File: config.mk
export PLATFORM = sky130hd
export DESIGN_NAME = pec_port_err
export DESIGN_NICKNAME = d
export VERILOG_FILES = /design/src/rtl/pec_pkg.sv /design/src/rtl/pec_bus_port.sv /design/src/rtl/pec_mask_reg.sv /design/src/rtl/pec_err_bank.sv /design/src/rtl/pec_port_err.sv
export SDC_FILE = /design/constraint.sdc
export NUM_CORES = 1
export LEC_CHECK = 0
export BUFFER_PORTS_ARGS = -buffer_cell sky130_fd_sc_hd__buf_4
export CAP_MARGIN = 30
export CORE_MARGIN = 2
export CORE_UTILIZATION = 55
export CTS_CLUSTER_SIZE = 30
export DETAILED_ROUTE_END_ITERATION = 16
export GPL_TIMING_DRIVEN = 0
export PLACE_DENSITY = 0.81
export SKIP_LAST_GASP = 1
export SLEW_MARGIN = 20
export SYNTH_ARGS = -nofsm -noshare
export SYNTH_HDL_FRONTEND = slang
export SYNTH_HIERARCHICAL = 1
export SYNTH_SLANG_ARGS = --single-unit
File: constraint.sdc
create_clock -name clk -period 2.7 [get_ports clk]
set_input_delay 0.27 -clock clk [delete_from_list [all_inputs] [get_ports clk]]
set_output_delay 0.27 -clock clk [all_outputs]
set_load 0.02 [all_outputs]
File: src/rtl/pec_pkg.sv
package pec_pkg;
  // Word addresses of the register bus; software decodes by this map.
  localparam int ADDR_W = 2;
  localparam int NREG   = 1 << ADDR_W;

  typedef enum logic [ADDR_W-1:0] {
    SEL_ERR   = 2'd0,
    SEL_FIRST = 2'd1,
    SEL_MASK  = 2'd2,
    SEL_STAT  = 2'd3
  } reg_sel_e;
endpackage

File: src/rtl/pec_bus_port.sv
module pec_bus_port
  import pec_pkg::*;
#(
  parameter int W = 64
) (
  input  logic              clk,
  input  logic              rst_n,
  input  logic              req_valid,
  output logic              req_ready,
  input  logic              req_write,
  input  logic [ADDR_W-1:0] req_addr,
  input  logic [W-1:0]      req_wdata,
  output logic              rsp_valid,
  input  logic              rsp_ready,
  output logic [W-1:0]      rsp_rdata,
  input  logic [W-1:0]      rd_err,
  input  logic [W-1:0]      rd_first,
  input  logic [W-1:0]      rd_mask,
  input  logic [W-1:0]      rd_stat,
  output logic [NREG-1:0]   wr_sel,
  output logic [W-1:0]      wr_data
);
  logic         accept;
  logic [W-1:0] rd_word;

  // Single response slot: a new request may enter when the slot is empty
  // or is being emptied in this same cycle.
  assign req_ready = !rsp_valid || rsp_ready;
  assign accept    = req_valid && req_ready;
  assign wr_data   = req_wdata;

  for (genvar i = 0; i < NREG; i++) begin : g_dec
    assign wr_sel[i] = accept && req_write && (req_addr == ADDR_W'(i));
  end

  always_comb begin
    unique case (reg_sel_e'(req_addr))
      SEL_ERR:   rd_word = rd_err;
      SEL_FIRST: rd_word = rd_first;
      SEL_MASK:  rd_word = rd_mask;
      default:   rd_word = rd_stat;
    endcase
  end

  always_ff @(posedge clk or negedge rst_n) begin
    if (!rst_n) begin
      rsp_valid <= 1'b0;
      rsp_rdata <= '0;
    end else if (accept) begin
      rsp_valid <= 1'b1;
      rsp_rdata <= req_write ? '0 : rd_word;
    end else if (rsp_ready) begin
      rsp_valid <= 1'b0;
    end
  end
endmodule

File: src/rtl/pec_mask_reg.sv
module pec_mask_reg #(
  parameter int W = 64
) (
  input  logic         clk,
  input  logic         rst_n,
  input  logic         wr_en,
  input  logic [W-1:0] wr_data,
  output logic [W-1:0] mask_q
);
  always_ff @(posedge clk or negedge rst_n) begin
    if (!rst_n)     mask_q <= '0;
    else if (wr_en) mask_q <= wr_data;
  end
endmodule

File: src/rtl/pec_err_bank.sv
module pec_err_bank #(
  parameter int W = 64
) (
  input  logic         clk,
  input  logic         rst_n,
  input  logic [W-1:0] err_ev,
  input  logic [W-1:0] mask_q,
  input  logic         err_clr_en,
  input  logic         first_clr_en,
  input  logic [W-1:0] clr_data,
  output logic [W-1:0] err_q,
  output logic [W-1:0] first_q
);
  logic [W-1:0] cap;
  logic [W-1:0] err_clr;
  logic [W-1:0] err_d;
  logic [W-1:0] first_kept;
  logic [W-1:0] first_d;

  assign cap = err_ev & ~mask_q;

  // Per-bit clear strobe, then set-dominant update so a fresh event survives
  // a clear landing in the same cycle.
  for (genvar b = 0; b < W; b++) begin : g_bit
    assign err_clr[b] = err_clr_en && clr_data[b];
    assign err_d[b]   = cap[b] || (err_q[b] && !err_clr[b]);
  end

  always_comb begin
    first_kept = first_clr_en ? (first_q & ~clr_data) : first_q;
    first_d    = (first_kept == '0) ? cap : first_kept;
  end

  always_ff @(posedge clk or negedge rst_n) begin
    if (!rst_n) begin
      err_q   <= '0;
      first_q <= '0;
    end else begin
      err_q   <= err_d;
      first_q <= first_d;
    end
  end
endmodule

File: src/rtl/pec_port_err.sv
module pec_port_err
  import pec_pkg::*;
#(
  parameter int ERR_W = 64,
  parameter int PWR_W = 4
) (
  input  logic              clk,
  input  logic              rst_n,
  input  logic              req_valid,
  output logic              req_ready,
  input  logic              req_write,
  input  logic [ADDR_W-1:0] req_addr,
  input  logic [ERR_W-1:0]  req_wdata,
  output logic              rsp_valid,
  input  logic              rsp_ready,
  output logic [ERR_W-1:0]  rsp_rdata,
  input  logic [ERR_W-1:0]  err_ev,
  input  logic [PWR_W-1:0]  pwr_state,
  output logic              err_present
);
  logic [NREG-1:0]  wr_sel;
  logic [ERR_W-1:0] wr_data;
  logic [ERR_W-1:0] err_q;
  logic [ERR_W-1:0] first_q;
  logic [ERR_W-1:0] mask_q;
  logic [ERR_W-1:0] stat_word;

  assign stat_word = ERR_W'(pwr_state);

  pec_bus_port #(.W(ERR_W)) u_bus (
    .clk       (clk),
    .rst_n     (rst_n),
    .req_valid (req_valid),
    .req_ready (req_ready),
    .req_write (req_write),
    .req_addr  (req_addr),
    .req_wdata (req_wdata),
    .rsp_valid (rsp_valid),
    .rsp_ready (rsp_ready),
    .rsp_rdata (rsp_rdata),
    .rd_err    (err_q),
    .rd_first  (first_q),
    .rd_mask   (mask_q),
    .rd_stat   (stat_word),
    .wr_sel    (wr_sel),
    .wr_data   (wr_data)
  );

  pec_mask_reg #(.W(ERR_W)) u_mask (
    .clk     (clk),
    .rst_n   (rst_n),
    .wr_en   (wr_sel[SEL_MASK]),
    .wr_data (wr_data),
    .mask_q  (mask_q)
  );

  pec_err_bank #(.W(ERR_W)) u_bank (
    .clk          (clk),
    .rst_n        (rst_n),
    .err_ev       (err_ev),
    .mask_q       (mask_q),
    .err_clr_en   (wr_sel[SEL_ERR]),
    .first_clr_en (wr_sel[SEL_FIRST]),
    .clr_data     (wr_data),
    .err_q        (err_q),
    .first_q      (first_q)
  );

  assign err_present = |err_q;
endmodule

==> reports/metrics.yaml <==
p_per_area_nw_per_um2: 634
critical_path.top_delay_family: "simple AND/OR/NAND/NOR gates"
die-height_um: 163
period_share: 1.03
synth_area_um2: 13900
io_buffers: 140
fin_ws_ps: -75.8
clock.fmax_ghz: 0.360
cts_max_path_buffers: 3
cp_slowest_cell: "nor4_1"
tritoncts: "yes"
drc: 0
crit_type: "reg2reg"
grt_usage: 0.343
viasPerCell: 6.12
failed_checks: "setup timing"
hold_viol_final: 0
setup_tns_ps: -509
hold_class: "in2reg"
grt-ovfl-total: 0
worst_pin_slew_ps: 935
drt_first_pass_iters: 6
grt_pass1_vias: 11700
critPathBufInv: 2
num_io_pins: 206
htreeDepth: 1
arrival_ps: 3200
initial_core_util: 0.556
place_area_um2: 15600
antenna_left: 0
crit_chain: "nor4_1, nand4_1, nor3_2, o2111ai_4, buf_12, buf_8, o41ai_2"
worstPathRequired_ps: 3120
yosys_warnings: 6
min_period_ps: 2780
nets: 1666
finClkSkew_ps: 25.8
post-route-util: 0.720
fill_cells: 1638
clkSinkCount: 257
grt_max_degree: 101
coreArea_um2: 25000
setup_violations: 26
row_count: 58
antenna_found_initial: 3
max_cap_violations: 0
clockRootBuffer: "clkbuf_16"
grt_pass1_wl_um: 68900
fp.dieW_um: 163
vdd_drop_max_mv: 0.442
gp_congestion: 0.918
max_stage_delay_ps: 510
place_ws_ps: -678
num_vias: 11500
slew_viol_final: 0
area_growth_syn_to_layout_pct: 29.4
drive_gt1_frac: 0.334
die_area_um2: 26500
clk_latency_ps: 560
clk_pin_slew_ps: 60
totalPowerFinal_mw: 11.4
status: "complete, but fails checks"
synth.avg_cell_area_um2: 11.8
cts_buffers: 28
slew_headroom: 0.375
critPathCaptureType: "flop"
p_leak_nw: 8.09
routed_wl_um: 45400
drt-initial-drc-count: 1429
wl_per_cell_um: 24.2
crit_fanout: 10
cp-start-kind: "flop"
synth_cells: 1178
fin_area_um2: 18000
hpwl_um: 30400
[state kept, by name, indices dropped and copies added, names as in the netlist]
| name | flops |
|---|---|
| u_bank/first_q | 64 |
| u_mask/mask_q | 64 |
| u_bank/err_q | 64 |
| u_bus/rsp_valid | 1 |
| u_bus/rsp_rdata | 64 |
[path summary, 6_finish.rpt]
kind | start | end | slack (ps) | cells past startpoint
setup reg to reg | u_bank/first_q[54] | u_bank/first_q[20] | -80 | 7
min in group asynchronous | rst_n | u_mask/mask_q[59] | 310 | 2
setup / recovery | u_bank/first_q[54] | u_bank/first_q[20] | -80 | 7
hold / removal | req_wdata[11] | u_mask/mask_q[11] | 10 | 2
max in group asynchronous | rst_n | u_bus/rsp_rdata[19] | 1380 | 3
hold reg to reg | u_bus/rsp_rdata[19] | u_bus/rsp_rdata[19] | 500 | 1
[placed cells by master (no fill, tap or decap), types with 2 or more instances in the layout]
| master | instances |
|---|---|
| mux4_2 | 64 |
| buf_1 | 2 |
| nor4_1 | 26 |
| inv_1 | 41 |
| nor4_2 | 5 |
| buf_8 | 4 |
| nand2_1 | 318 |
| nand2b_1 | 85 |
| o2111ai_4 | 3 |
| dfrtp_1 | 257 |
| diode_2 | 4 |
| nor2_1 | 4 |
| buf_4 | 210 |
| mux2_2 | 4 |
| a22o_1 | 64 |
| buf_16 | 2 |
| a21bo_2 | 2 |
| dlygate4sd3_1 | 105 |
| clkbuf_1 | 24 |
| o41ai_1 | 4 |
| or4_1 | 2 |
| nor3_1 | 3 |
| mux2_4 | 60 |
| buf_6 | 13 |
| o41ai_2 | 60 |
| o22ai_1 | 16 |
| buf_2 | 21 |
| clkbuf_8 | 8 |
| clkbuf_16 | 30 |
| o2111ai_1 | 6 |
| conb_1 | 60 |
| nor4_4 | 3 |
| nand4_1 | 7 |
| buf_12 | 13 |
| clkinv_2 | 3 |
[stage by stage]
| stage | hold slack, ps | cells |
|---|---|---|
| 6_report | 10.9 | 1878 |
| 5_1_grt | 4.39 | 1876 |
| 4_1_cts | 0.0380 | 1868 |
| 3_5_place_dp | 330 | 1709 |
| 3_3_place_gp | 476 | 1707 |
| 2_1_floorplan | -25.6 | 1237 |
[timing repair]
| action | CTS | global route |
|---|---|---|
| hold buffers | 105 | 0 |
| resized for setup | 29 | 10 |
| cloned | 1 | 2 |
| setup buffers | 7 | 4 |
| hold endpoints to repair | 192 | 0 |
| setup endpoints to repair | 65 | 64 |
| pin swaps | 2 | 4 |
[metal layers]
layer | global-route usage | wire [um] | up-vias
li1 | - | - | 4816
met1 | 0.465 | 17000 | 5691
met2 | 0.550 | 21100 | 805
met3 | 0.0591 | 4870 | 172
met4 | 0.146 | 2420 | 0
met5 | 0 | 0 | -
[cell type report]
type / count / area, um^2 / area share
clock buffers: 41 / 830 / 0.0462
flip-flops and latches: 257 / 6430 / 0.358
diodes: 4 / 10.0 / 0.000557
well taps: 330 / 413 / 0.0230
multi-input cells: 807 / 6670 / 0.371
inverters: 42 / 158 / 0.00878
plain buffers: 131 / 1050 / 0.0586
clock inverters: 6 / 72.6 / 0.00404
repair buffers: 260 / 2330 / 0.130
[report_power, final]
part / internal, mW / switching (mW) / leakage (nW)
Combinational: 1.44 / 1.23 / 4.63
Sequential: 4.40 / 0.498 / 3.01
Clock: 2.21 / 1.61 / 0.447
Total: 8.05 / 3.34 / 8.09
Power figures use the tool's default switching activity.
